==> src/rtl/sws_pkg.sv <==
package sws_pkg;

    typedef enum logic [1:0] {
        ST_HOLD  = 2'd0,
        ST_BREAK = 2'd1,
        ST_MAKE  = 2'd2
    } bbm_state_t;

endpackage

==> src/rtl/sws_sync.sv <==
module sws_sync #(
    parameter int          W       = 3,
    parameter int          STAGES  = 2,
    parameter logic [W-1:0] RST_VAL = '0
) (
    input  logic         clk,
    input  logic         rst_n,
    input  logic [W-1:0] d,
    output logic [W-1:0] q
);

    logic [STAGES-1:0] chain [W];

    for (genvar b = 0; b < W; b++) begin : g_bit
        always_ff @(posedge clk or negedge rst_n) begin
            if (!rst_n) begin
                chain[b] <= {STAGES{RST_VAL[b]}};
            end else begin
                chain[b] <= {chain[b][STAGES-2:0], d[b]};
            end
        end
        assign q[b] = chain[b][STAGES-1];
    end

endmodule

==> src/rtl/sws_shift.sv <==
module sws_shift #(
    parameter int CMD_W = 8
) (
    input  logic             clk,
    input  logic             rst_n,
    input  logic             sclk_s,
    input  logic             mosi_s,
    input  logic             ss_s,
    output logic [CMD_W-1:0] cmd_q,
    output logic             miso,
    output logic             sclk_rise,
    output logic             commit
);

    localparam int MSB = CMD_W - 1;

    logic sclk_d;
    logic ss_d;
    logic sclk_fall;
    logic miso_q;

    // edge detection in the system clock domain
    always_ff @(posedge clk or negedge rst_n) begin
        if (!rst_n) begin
            sclk_d <= 1'b0;
            ss_d   <= 1'b1;
        end else begin
            sclk_d <= sclk_s;
            ss_d   <= ss_s;
        end
    end

    assign sclk_rise = sclk_s & ~sclk_d;
    assign sclk_fall = ~sclk_s & sclk_d;
    assign commit    = ss_s & ~ss_d;

    // command register: shifts only inside a frame
    always_ff @(posedge clk or negedge rst_n) begin
        if (!rst_n) begin
            cmd_q <= '0;
        end else if (sclk_rise && !ss_s) begin
            cmd_q <= {cmd_q[MSB-1:0], mosi_s};
        end
    end

    // serial output: top bit shown between frames, advanced on falling SCLK
    always_ff @(posedge clk or negedge rst_n) begin
        if (!rst_n) begin
            miso_q <= 1'b0;
        end else if (ss_s || sclk_fall) begin
            miso_q <= cmd_q[MSB];
        end
    end

    assign miso = miso_q;

endmodule

==> src/rtl/sws_bbm.sv <==
module sws_bbm
    import sws_pkg::*;
#(
    parameter int SEL_W        = 4,
    parameter int BREAK_CYCLES = 8
) (
    input  logic                 clk,
    input  logic                 rst_n,
    input  logic                 commit,
    input  logic [SEL_W-1:0]     sel_in,
    output logic [SEL_W-1:0]     pend_sel,
    output logic [(1<<SEL_W)-1:0] sw_en,
    output logic                 out_en
);

    localparam int N_SW  = 1 << SEL_W;
    localparam int CNT_W = $clog2(BREAK_CYCLES + 1);
    localparam logic [CNT_W-1:0] CNT_LAST = CNT_W'(BREAK_CYCLES - 2);

    bbm_state_t       state_q, state_d;
    logic [CNT_W-1:0] cnt_q;
    logic [SEL_W-1:0] cur_q;
    logic [SEL_W-1:0] pend_q;
    logic             oe_q;

    // state register
    always_ff @(posedge clk or negedge rst_n) begin
        if (!rst_n) begin
            state_q <= ST_HOLD;
        end else begin
            state_q <= state_d;
        end
    end

    // transitions
    always_comb begin
        state_d = state_q;
        unique case (state_q)
            ST_HOLD:  if (pend_q != cur_q)   state_d = ST_BREAK; // T_START
            ST_BREAK: if (cnt_q == CNT_LAST) state_d = ST_MAKE;  // T_OPENED
            ST_MAKE:                          state_d = ST_HOLD;  // T_CLOSE
            default:                          state_d = ST_HOLD;
        endcase
    end

    // datapath registers
    always_ff @(posedge clk or negedge rst_n) begin
        if (!rst_n) begin
            cnt_q  <= '0;
            cur_q  <= '0;
            pend_q <= '0;
            oe_q   <= 1'b0;
        end else begin
            oe_q <= 1'b1;
            if (commit) begin
                pend_q <= sel_in;
            end
            unique case (state_q)
                ST_HOLD:  cnt_q <= '0;
                ST_BREAK: cnt_q <= cnt_q + 1'b1;
                ST_MAKE:  cur_q <= pend_q;
                default:  cnt_q <= '0;
            endcase
        end
    end

    // outputs
    always_comb begin
        sw_en  = '0;
        out_en = oe_q;
        unique case (state_q)
            ST_HOLD:  sw_en = N_SW'(1) << cur_q;
            ST_BREAK: sw_en = '0;
            ST_MAKE:  sw_en = '0;
            default:  sw_en = '0;
        endcase
    end

    assign pend_sel = pend_q;

endmodule

==> src/rtl/spi_switch_select.sv <==
module spi_switch_select #(
    parameter int CMD_W        = 8,
    parameter int SEL_W        = 4,
    parameter int BREAK_CYCLES = 8,
    parameter int SYNC_STAGES  = 2
) (
    input  logic                  clk,
    input  logic                  rst_n,
    input  logic                  sclk,
    input  logic                  mosi,
    input  logic                  ss_n,
    output logic                  miso,
    output logic [(1<<SEL_W)-1:0] sw_en,
    output logic                  out_en
);

    logic [2:0]       pins_s;
    logic             ss_sync;
    logic             sclk_sync;
    logic             mosi_sync;
    logic [CMD_W-1:0] cmd_q;
    logic             sclk_rise;
    logic             commit;
    logic [SEL_W-1:0] pend_sel;

    // idle levels: select high, clock low, data low
    sws_sync #(
        .W       (3),
        .STAGES  (SYNC_STAGES),
        .RST_VAL (3'b100)
    ) u_sync (
        .clk   (clk),
        .rst_n (rst_n),
        .d     ({ss_n, sclk, mosi}),
        .q     (pins_s)
    );

    assign ss_sync   = pins_s[2];
    assign sclk_sync = pins_s[1];
    assign mosi_sync = pins_s[0];

    sws_shift #(
        .CMD_W (CMD_W)
    ) u_shift (
        .clk       (clk),
        .rst_n     (rst_n),
        .sclk_s    (sclk_sync),
        .mosi_s    (mosi_sync),
        .ss_s      (ss_sync),
        .cmd_q     (cmd_q),
        .miso      (miso),
        .sclk_rise (sclk_rise),
        .commit    (commit)
    );

    sws_bbm #(
        .SEL_W        (SEL_W),
        .BREAK_CYCLES (BREAK_CYCLES)
    ) u_bbm (
        .clk      (clk),
        .rst_n    (rst_n),
        .commit   (commit),
        .sel_in   (cmd_q[SEL_W-1:0]),
        .pend_sel (pend_sel),
        .sw_en    (sw_en),
        .out_en   (out_en)
    );

endmodule

==> config.mk <==
export PLATFORM = sky130hd
export DESIGN_NAME = spi_switch_select
export DESIGN_NICKNAME = d
export VERILOG_FILES = /design/src/rtl/sws_pkg.sv /design/src/rtl/sws_sync.sv /design/src/rtl/sws_shift.sv /design/src/rtl/sws_bbm.sv /design/src/rtl/spi_switch_select.sv
export SDC_FILE = /design/constraint.sdc
export NUM_CORES = 1
export LEC_CHECK = 0
export CORE_MARGIN = 4
export CORE_UTILIZATION = 25
export DETAILED_ROUTE_END_ITERATION = 6
export PLACE_DENSITY = 0.42
export SLEW_MARGIN = 20
export SYNTH_ARGS = -nofsm -noshare
export SYNTH_HDL_FRONTEND = slang
export SYNTH_SLANG_ARGS = --single-unit
export TNS_END_PERCENT = 30
==> constraint.sdc <==
create_clock -name clk -period 1.5 [get_ports clk]
set_input_delay 0.15 -clock clk [delete_from_list [all_inputs] [get_ports clk]]
set_output_delay 0.15 -clock clk [all_outputs]
set_load 0.02 [all_outputs]
==> results.tsv, run 1 <==
stage	metric	value	unit
clock_network	CTS max path bufs	2	
synthesis	top cells by count, synth	29 x dfrtp_1, 17 x mux2_2, 14 x nor2_1	
synthesis	Mapped Area	0.00136	sq mm
final_layout	final net count	150	
drt	DRT antenna net count	0	
floorplan	# IOs	23	
setup_path	slowest stage cell, crit path	or4_4	
place	Final Wtd Congestion	0.702	
synthesis	cell with the most instances after synthesis	dfrtp_1	
synthesis	Synth Flop Type	dfrtp_1	
drt	wire length per cell	10.9	um
floorplan	Die H	81.7	um
hold_path	HP Class	input port to asynchronous set/reset pin	
place	DP Area	0.00171	sq mm
sta	post-layout min period	1670	ps
synthesis	Syn Inst Count	107	
sta	Max Slew Vio Count	0	
floorplan	Die Area	0.00667	sq mm
setup_path	RR Startpoint	u_sync.q[1]	
setup_path	Critical path origin	u_bbm.cur_q[2]	
setup_path	delay-heaviest family, CP	simple AND/OR/NAND/NOR gates	
setup_path	CP startpoint kind	flop	
drt	Initial DRT Pass Iterations	4	
synthesis	ys async rst share	100	%
drt	drt drc	0	
synthesis	top cell type's share of synthesized area	53.5	%
synthesis	Yosys cell types	27	
floorplan	core area	0.00517	sq mm
clock_network	CTS Buf Count	5	
sta	final setup vio count	11	
clock_network	TritonCTS clock tree	built	
global_route	Tot GR Track Use	8.28	%
floorplan	Site Rows	26	
synthesis	Mean Syn Cell Area	12.7	sq um
drt	vias per std cell	4.15	
sta	fin crit share	112	%
sta	final hold violations	0	
global_route	global route overflow	0	
synthesis	register area share after synthesis	59.3	%
global_route	initial antenna violation count	0	
floorplan	Die Width	81.7	um
synthesis	leading post-synthesis cells by cell area	dfrtp_1 53%, mux2_2 14%, dfstp_2 5.8%	
setup_path	crit path max fanout	4	
sta	Setup WS post-layout	-175	ps
floorplan	Initial Utilization	26.2	%
final_layout	Final Instance Area	0.00181	sq mm
sta	RSZ-0062 raised after global routing	true	
sta	Fmax	597	MHz
place	port bufs	22	
final_layout	layout cells sized above 1	44.4	%
final_layout	Antenna Cells	0	
setup_path	Critical Path AT	1520	ps
pwr	leakage power	0.787	nW
final_layout	Final Util	35.1	%
place	Cell Count Post-Placement	206	
clock_network	H-Tree Depth	2	
drt	final WL	2.32	mm
pwr	VDD IR max	0.710	mV
clock_network	hold buffers post-CTS	0	
synthesis	FF+latch count, synth	32	
global_route	first-pass GRT wire length	4.17	mm
setup_path	WS Path Type	flop to primary output	
drt	DR iter-0 viols	34	
clock_network	Root Buffer	clkbuf_8	
setup_path	Max stage delay on crit path	580	ps
drt	Vias	889	
setup_path	Crit path required time	1350	ps
run_status	outcome	complete, but fails checks	
setup_path	crit end category	primary output	
clock_network	clk sinks	32	
run	Max Cap Viol	0	
sta	clk_skew	5.97	ps
pwr	PwrDens	1550	mW/mm^2
setup_path	Buf/Inv on CP	1	
final_layout	Non-Filler Instances	214	
clock_network	Clock transition at path regs	60	ps
global_route	pin count of the biggest net entering global routing	33	
global_route	vias in the first global route	956	
synthesis	syn_nets	114	
synthesis	number of synthesized flops with an enable pin	0	
final_layout	synthesis-to-layout area growth	33.5	%
clock_network	clk_lat worst skew	280	ps
setup_path	CP cell instances	or4_4 > nor3_2 > buf_4	
place	Post-DP HPWL	1.70	mm
synthesis	synth warn	0	
synthesis	leading area contributor after synthesis	dfrtp_1	
run_status	violated checks	setup timing	
==> per-layer routing <==
| layer | GRT usage (%) | wire length, um | up-vias |
|---|---|---|---|
| met3 | 3.95 | 187 | 5 |
| met5 | 0 | 0 | - |
| met2 | 14.5 | 1160 | 30 |
| met4 | 3.49 | 41 | 0 |
| li1 | - | - | 428 |
| met1 | 8.42 | 938 | 426 |
==> stage by stage <==
| stage | setup slack [ps] | power [mW] | setup TNS [ps] | hold WS [ps] |
|---|---|---|---|---|
| after floorplan | 66.0 | 1.84 | 0 | -146 |
| after global placement | -309 | 2.08 | -2830 | 335 |
| after detailed placement | -332 | 2.11 | -3020 | 340 |
| after CTS | -178 | 2.84 | -1650 | 263 |
| after global routing | -228 | 3.02 | -2120 | 254 |
| final | -175 | 2.81 | -939 | 255 |
==> layout by cell type (no fill, tap or decap), drive strengths merged, types with 2 or more instances in the layout <==
| cell type | count |
|---|---|
| xnor2 | 6 |
| or2b | 2 |
| clkdlybuf4s50 | 6 |
| nor3 | 5 |
| clkbuf | 8 |
| nand2 | 5 |
| clkdlybuf4s15 | 5 |
| o21ai | 4 |
| nand3 | 3 |
| nor2 | 14 |
| ha | 2 |
| nand3b | 2 |
| buf | 21 |
| dfrtp | 29 |
| inv | 3 |
| mux2 | 17 |
| dfstp | 3 |
==> cell type report <==
cell class                      instances  area (sq um)
Clock buffer                            8           100
Fill cell                             519          3360
Inverter                                3          11.3
Multi-Input combinational cell         69           537
Sequential cell                        32           805
Tap cell                               70          87.6
Timing Repair Buffer                   32           273
==> flip-flops by register name, summed over array words and instances (netlist names) <==
signal,count
u_shift.cmd_q,8
u_sync.chain,3
u_bbm.state_q,2
u_bbm.pend_sel,4
u_bbm.cnt_q,4
u_shift.sclk_d,1
u_bbm.out_en,1
u_shift.ss_d,1
u_shift.miso,1
u_sync.q,3
u_bbm.cur_q,4
==> cells by family (layout without fill, tap and decap cells) <==
logic type,count (synthesis),count (layout),synth area share (%)
adder cells (fa/ha/maj),2,2,1.84
buffers and inverters,6,43,3.04
AO/OA/AOI/OAI,7,7,3.04
other,1,1,0.276
AND/OR/NAND/NOR,36,36,14.6
flip-flops,32,32,59.3
XOR/XNOR,6,6,3.87
multiplexers,17,17,14.1
==> what timing repair did <==
| action | 4_1_cts | 5_1_grt |
|---|---|---|
| gates cloned | 0 | 0 |
| endpoints found under the setup margin | 16 | 16 |
| gates resized for setup | 63 | 17 |
| setup buffers | 0 | 0 |
| pin swaps | 1 | 1 |
==> where the power goes <==
part / switching [mW] / total [mW] / internal [mW]
Sequential: 0.187 / 1.31 / 1.12
Combinational: 0.340 / 0.794 / 0.454
Clock: 0.290 / 0.708 / 0.418
Total: 0.817 / 2.81 / 2.00
==> worst paths after layout <==
kind / end / slack, ps / cells after the start
worst max-delay path: sw_en[0] / -170 / 3
worst min-delay path: u_shift.cmd_q[4] / 260 / 2
worst max register to register: u_shift.cmd_q[5] / 200 / 3
worst min register to register: u_sync.q[1] / 350 / 0
max in group asynchronous: u_sync.q[2] / 910 / 2
min in group clk: u_sync.chain[0] / 280 / 1
No activity file was read; power rests on OpenSTA's default activity.
==> run 2, diff against run 1 <==
Settings changed: TNS_END_PERCENT 30 to unset.
==> results.tsv, run 2 (synthesis gave the netlist of run 1 again) <==
stage	metric	value	unit	change
setup_path	Crit path required time	1350	ps	about the same
final_layout	Final Instance Area	0.00182	sq mm	+0.62%
drt	wire length per cell	10.8	um	-0.17%
floorplan	Die H	81.7	um	unchanged
clock_network	clk sinks	32		unchanged
sta	fin crit share	111	%	-0.15 points
sta	Fmax	598	MHz	+0.13%
sta	Max Slew Vio Count	0		unchanged
pwr	VDD IR max	0.710	mV	about the same
hold_path	HP Class	input port to asynchronous set/reset pin		
global_route	initial antenna violation count	0		unchanged
floorplan	Initial Utilization	26.2	%	unchanged
sta	Setup WS post-layout	-172	ps	+2.25 ps
place	Post-Place Worst Slack	-332	ps	unchanged
pwr	P_sw	818	uW	about the same
pwr	Sw Ratio	29.0	%	about the same
final_layout	Non-Filler Instances	214		unchanged
drt	final WL	2.32	mm	-0.17%
final_layout	Antenna Cells	0		unchanged
floorplan	# IOs	23		unchanged
setup_path	Critical Path AT	1520	ps	about the same
sta	post-layout min period	1670	ps	-2.25 ps
pwr	part of the power in registers	46.6	%	about the same
clock_network	clk_lat worst skew	280	ps	about the same
place	DP Area	0.00171	sq mm	unchanged
run_status	outcome	complete, but fails checks		
clock_network	H-Tree Depth	2		unchanged
floorplan	core area	0.00517	sq mm	unchanged
final_layout	most frequent cells in the layout	29 x dfrtp_1, 18 x buf_4, 17 x mux2_2, 10 x nor2_1, 7 x clkbuf_8		
sta	RSZ-0062 raised after global routing	true		
global_route	pin count of the biggest net entering global routing	33		unchanged
final_layout	leading cell type in the layout, fill and taps excluded	dfrtp_1		
global_route	global route overflow	0		unchanged
clock_network	CTS Buf Count	5		unchanged
setup_path	Critical path origin	u_bbm.cur_q[2]		
clock_network	post-CTS setup buffers	0		unchanged
global_route	vias in the first global route	956		unchanged
setup_path	reg2reg end	u_shift.cmd_q[5]		
drt	DR iter-0 viols	33		-2.9%
clock_network	TritonCTS clock tree	built		
place	port bufs	22		unchanged
drt	DRT antenna net count	0		unchanged
clock_network	hold buffers post-CTS	0		unchanged
setup_path	crit path max fanout	4		unchanged
clock_network	Root Buffer	clkbuf_8		
floorplan	Site Rows	26		unchanged
setup_path	CP startpoint kind	flop		
pwr	PwrDens	1540	mW/mm^2	-0.51%
global_route	Tot GR Track Use	8.28	%	unchanged
setup_path	Buf/Inv on CP	1		unchanged
pwr	P_int	2.00	mW	+0.11%
final_layout	Top reg by flops	u_shift.cmd_q		
setup_path	Max stage delay on crit path	580	ps	about the same
sta	clk_skew	6.04	ps	+0.0692 ps
setup_path	WS Path Type	flop to primary output		
final_layout	layout cells sized above 1	45.1	%	+0.69 points
final_layout	Final Util	35.3	%	+0.22 points
clock_network	CTS max path bufs	2		unchanged
setup_path	worst reg-to-reg path cell count	3		unchanged
place	Cell Count Post-Placement	206		unchanged
setup_path	delay-heaviest family, CP	simple AND/OR/NAND/NOR gates		
setup_path	FF-to-FF setup slack	200	ps	about the same
setup_path	slowest stage cell, crit path	or4_4		
drt	Initial DRT Pass Iterations	4		unchanged
global_route	first-pass GRT wire length	4.17	mm	unchanged
pwr	leakage power	0.791	nW	+0.60%
drt	drt drc	0		unchanged
clock_network	Clock transition at path regs	60	ps	about the same
sta	final hold violations	0		unchanged
drt	vias per std cell	4.12		-0.79%
floorplan	Die Area	0.00667	sq mm	unchanged
sta	final setup vio count	11		unchanged
floorplan	Die Width	81.7	um	unchanged
setup_path	CP cell instances	or4_4 > nor3_2 > buf_4		
place	Final Wtd Congestion	0.702		unchanged
setup_path	RR Startpoint	u_sync.q[1]		
pwr	Comb pwr share	28.3	%	about the same
pwr	Clock power frac	25.1	%	about the same
setup_path	crit end category	primary output		
run	Max Cap Viol	0		unchanged
final_layout	max reg flops	8		unchanged
final_layout	final net count	150		unchanged
final_layout	synthesis-to-layout area growth	34.4	%	
place	Post-DP HPWL	1.70	mm	unchanged
run_status	violated checks	setup timing		
drt	Vias	882		-0.79%
sta	hold slack	255	ps	-0.265 ps
## run 2: cell counts in the layout (fill, tap and decap cells not counted)
No cell type changed its count.
## run 2: cell type report
cell class	instances	area [sq um]
fillers	517	3350
well taps	70	87.6
clock buffers	8	100
multi-input cells	69	542
inverters	3	11.3
flip-flops and latches	32	805
repair buffers	32	279
## run 2: per-layer routing
layer | part of all wire, % | vias to the layer above | global-route usage, %
met5 | 0 | - | 0
met1 | 40 | 421 | 8.42
met3 | 8.0 | 4 | 3.95
met2 | 51 | 28 | 14.5
met4 | 1.2 | 0 | 3.49
li1 | - | 429 | -
## run 2: power groups by stage
stage | clock network (mW) | logic, mW | registers [mW]
6_report | 0.707 | 0.798 | 1.31
3_5_place_dp | 0 | 0.783 | 1.33
3_3_place_gp | 0 | 0.767 | 1.32
5_1_grt | 0.780 | 0.884 | 1.36
2_1_floorplan | 0 | 0.531 | 1.31
4_1_cts | 0.744 | 0.782 | 1.31
## run 2: worst max path at each step
stage          endpoint  slack, ps  cells after the start
2_1_floorplan  sw_en[1]         70                      2
4_1_cts        sw_en[0]       -180                      3
6_report       sw_en[0]       -170                      3
3_5_place_dp   sw_en[0]       -330                      3
3_3_place_gp   sw_en[0]       -310                      3
5_1_grt        sw_en[0]       -230                      3
## run 2: through the flow
step           setup TNS [ps]  total power, mW
3_5_place_dp            -3020             2.11
3_3_place_gp            -2830             2.08
6_report                 -875             2.82
4_1_cts                 -1650             2.84
5_1_grt                 -2140             3.03
2_1_floorplan               0             1.84
## run 2: repair_timing
item	in CTS	in global routing
resized for setup	63	20
hold endpoints to repair	0	0
pin swaps	1	1
setup endpoints to repair	16	16
==> run 3, diff against run 2 <==
Settings changed: ABC_CLOCK_PERIOD_IN_PS set to 1500.
==> results of run 3 <==
The final DEF is identical to that of run 2; final timing and power are the same.
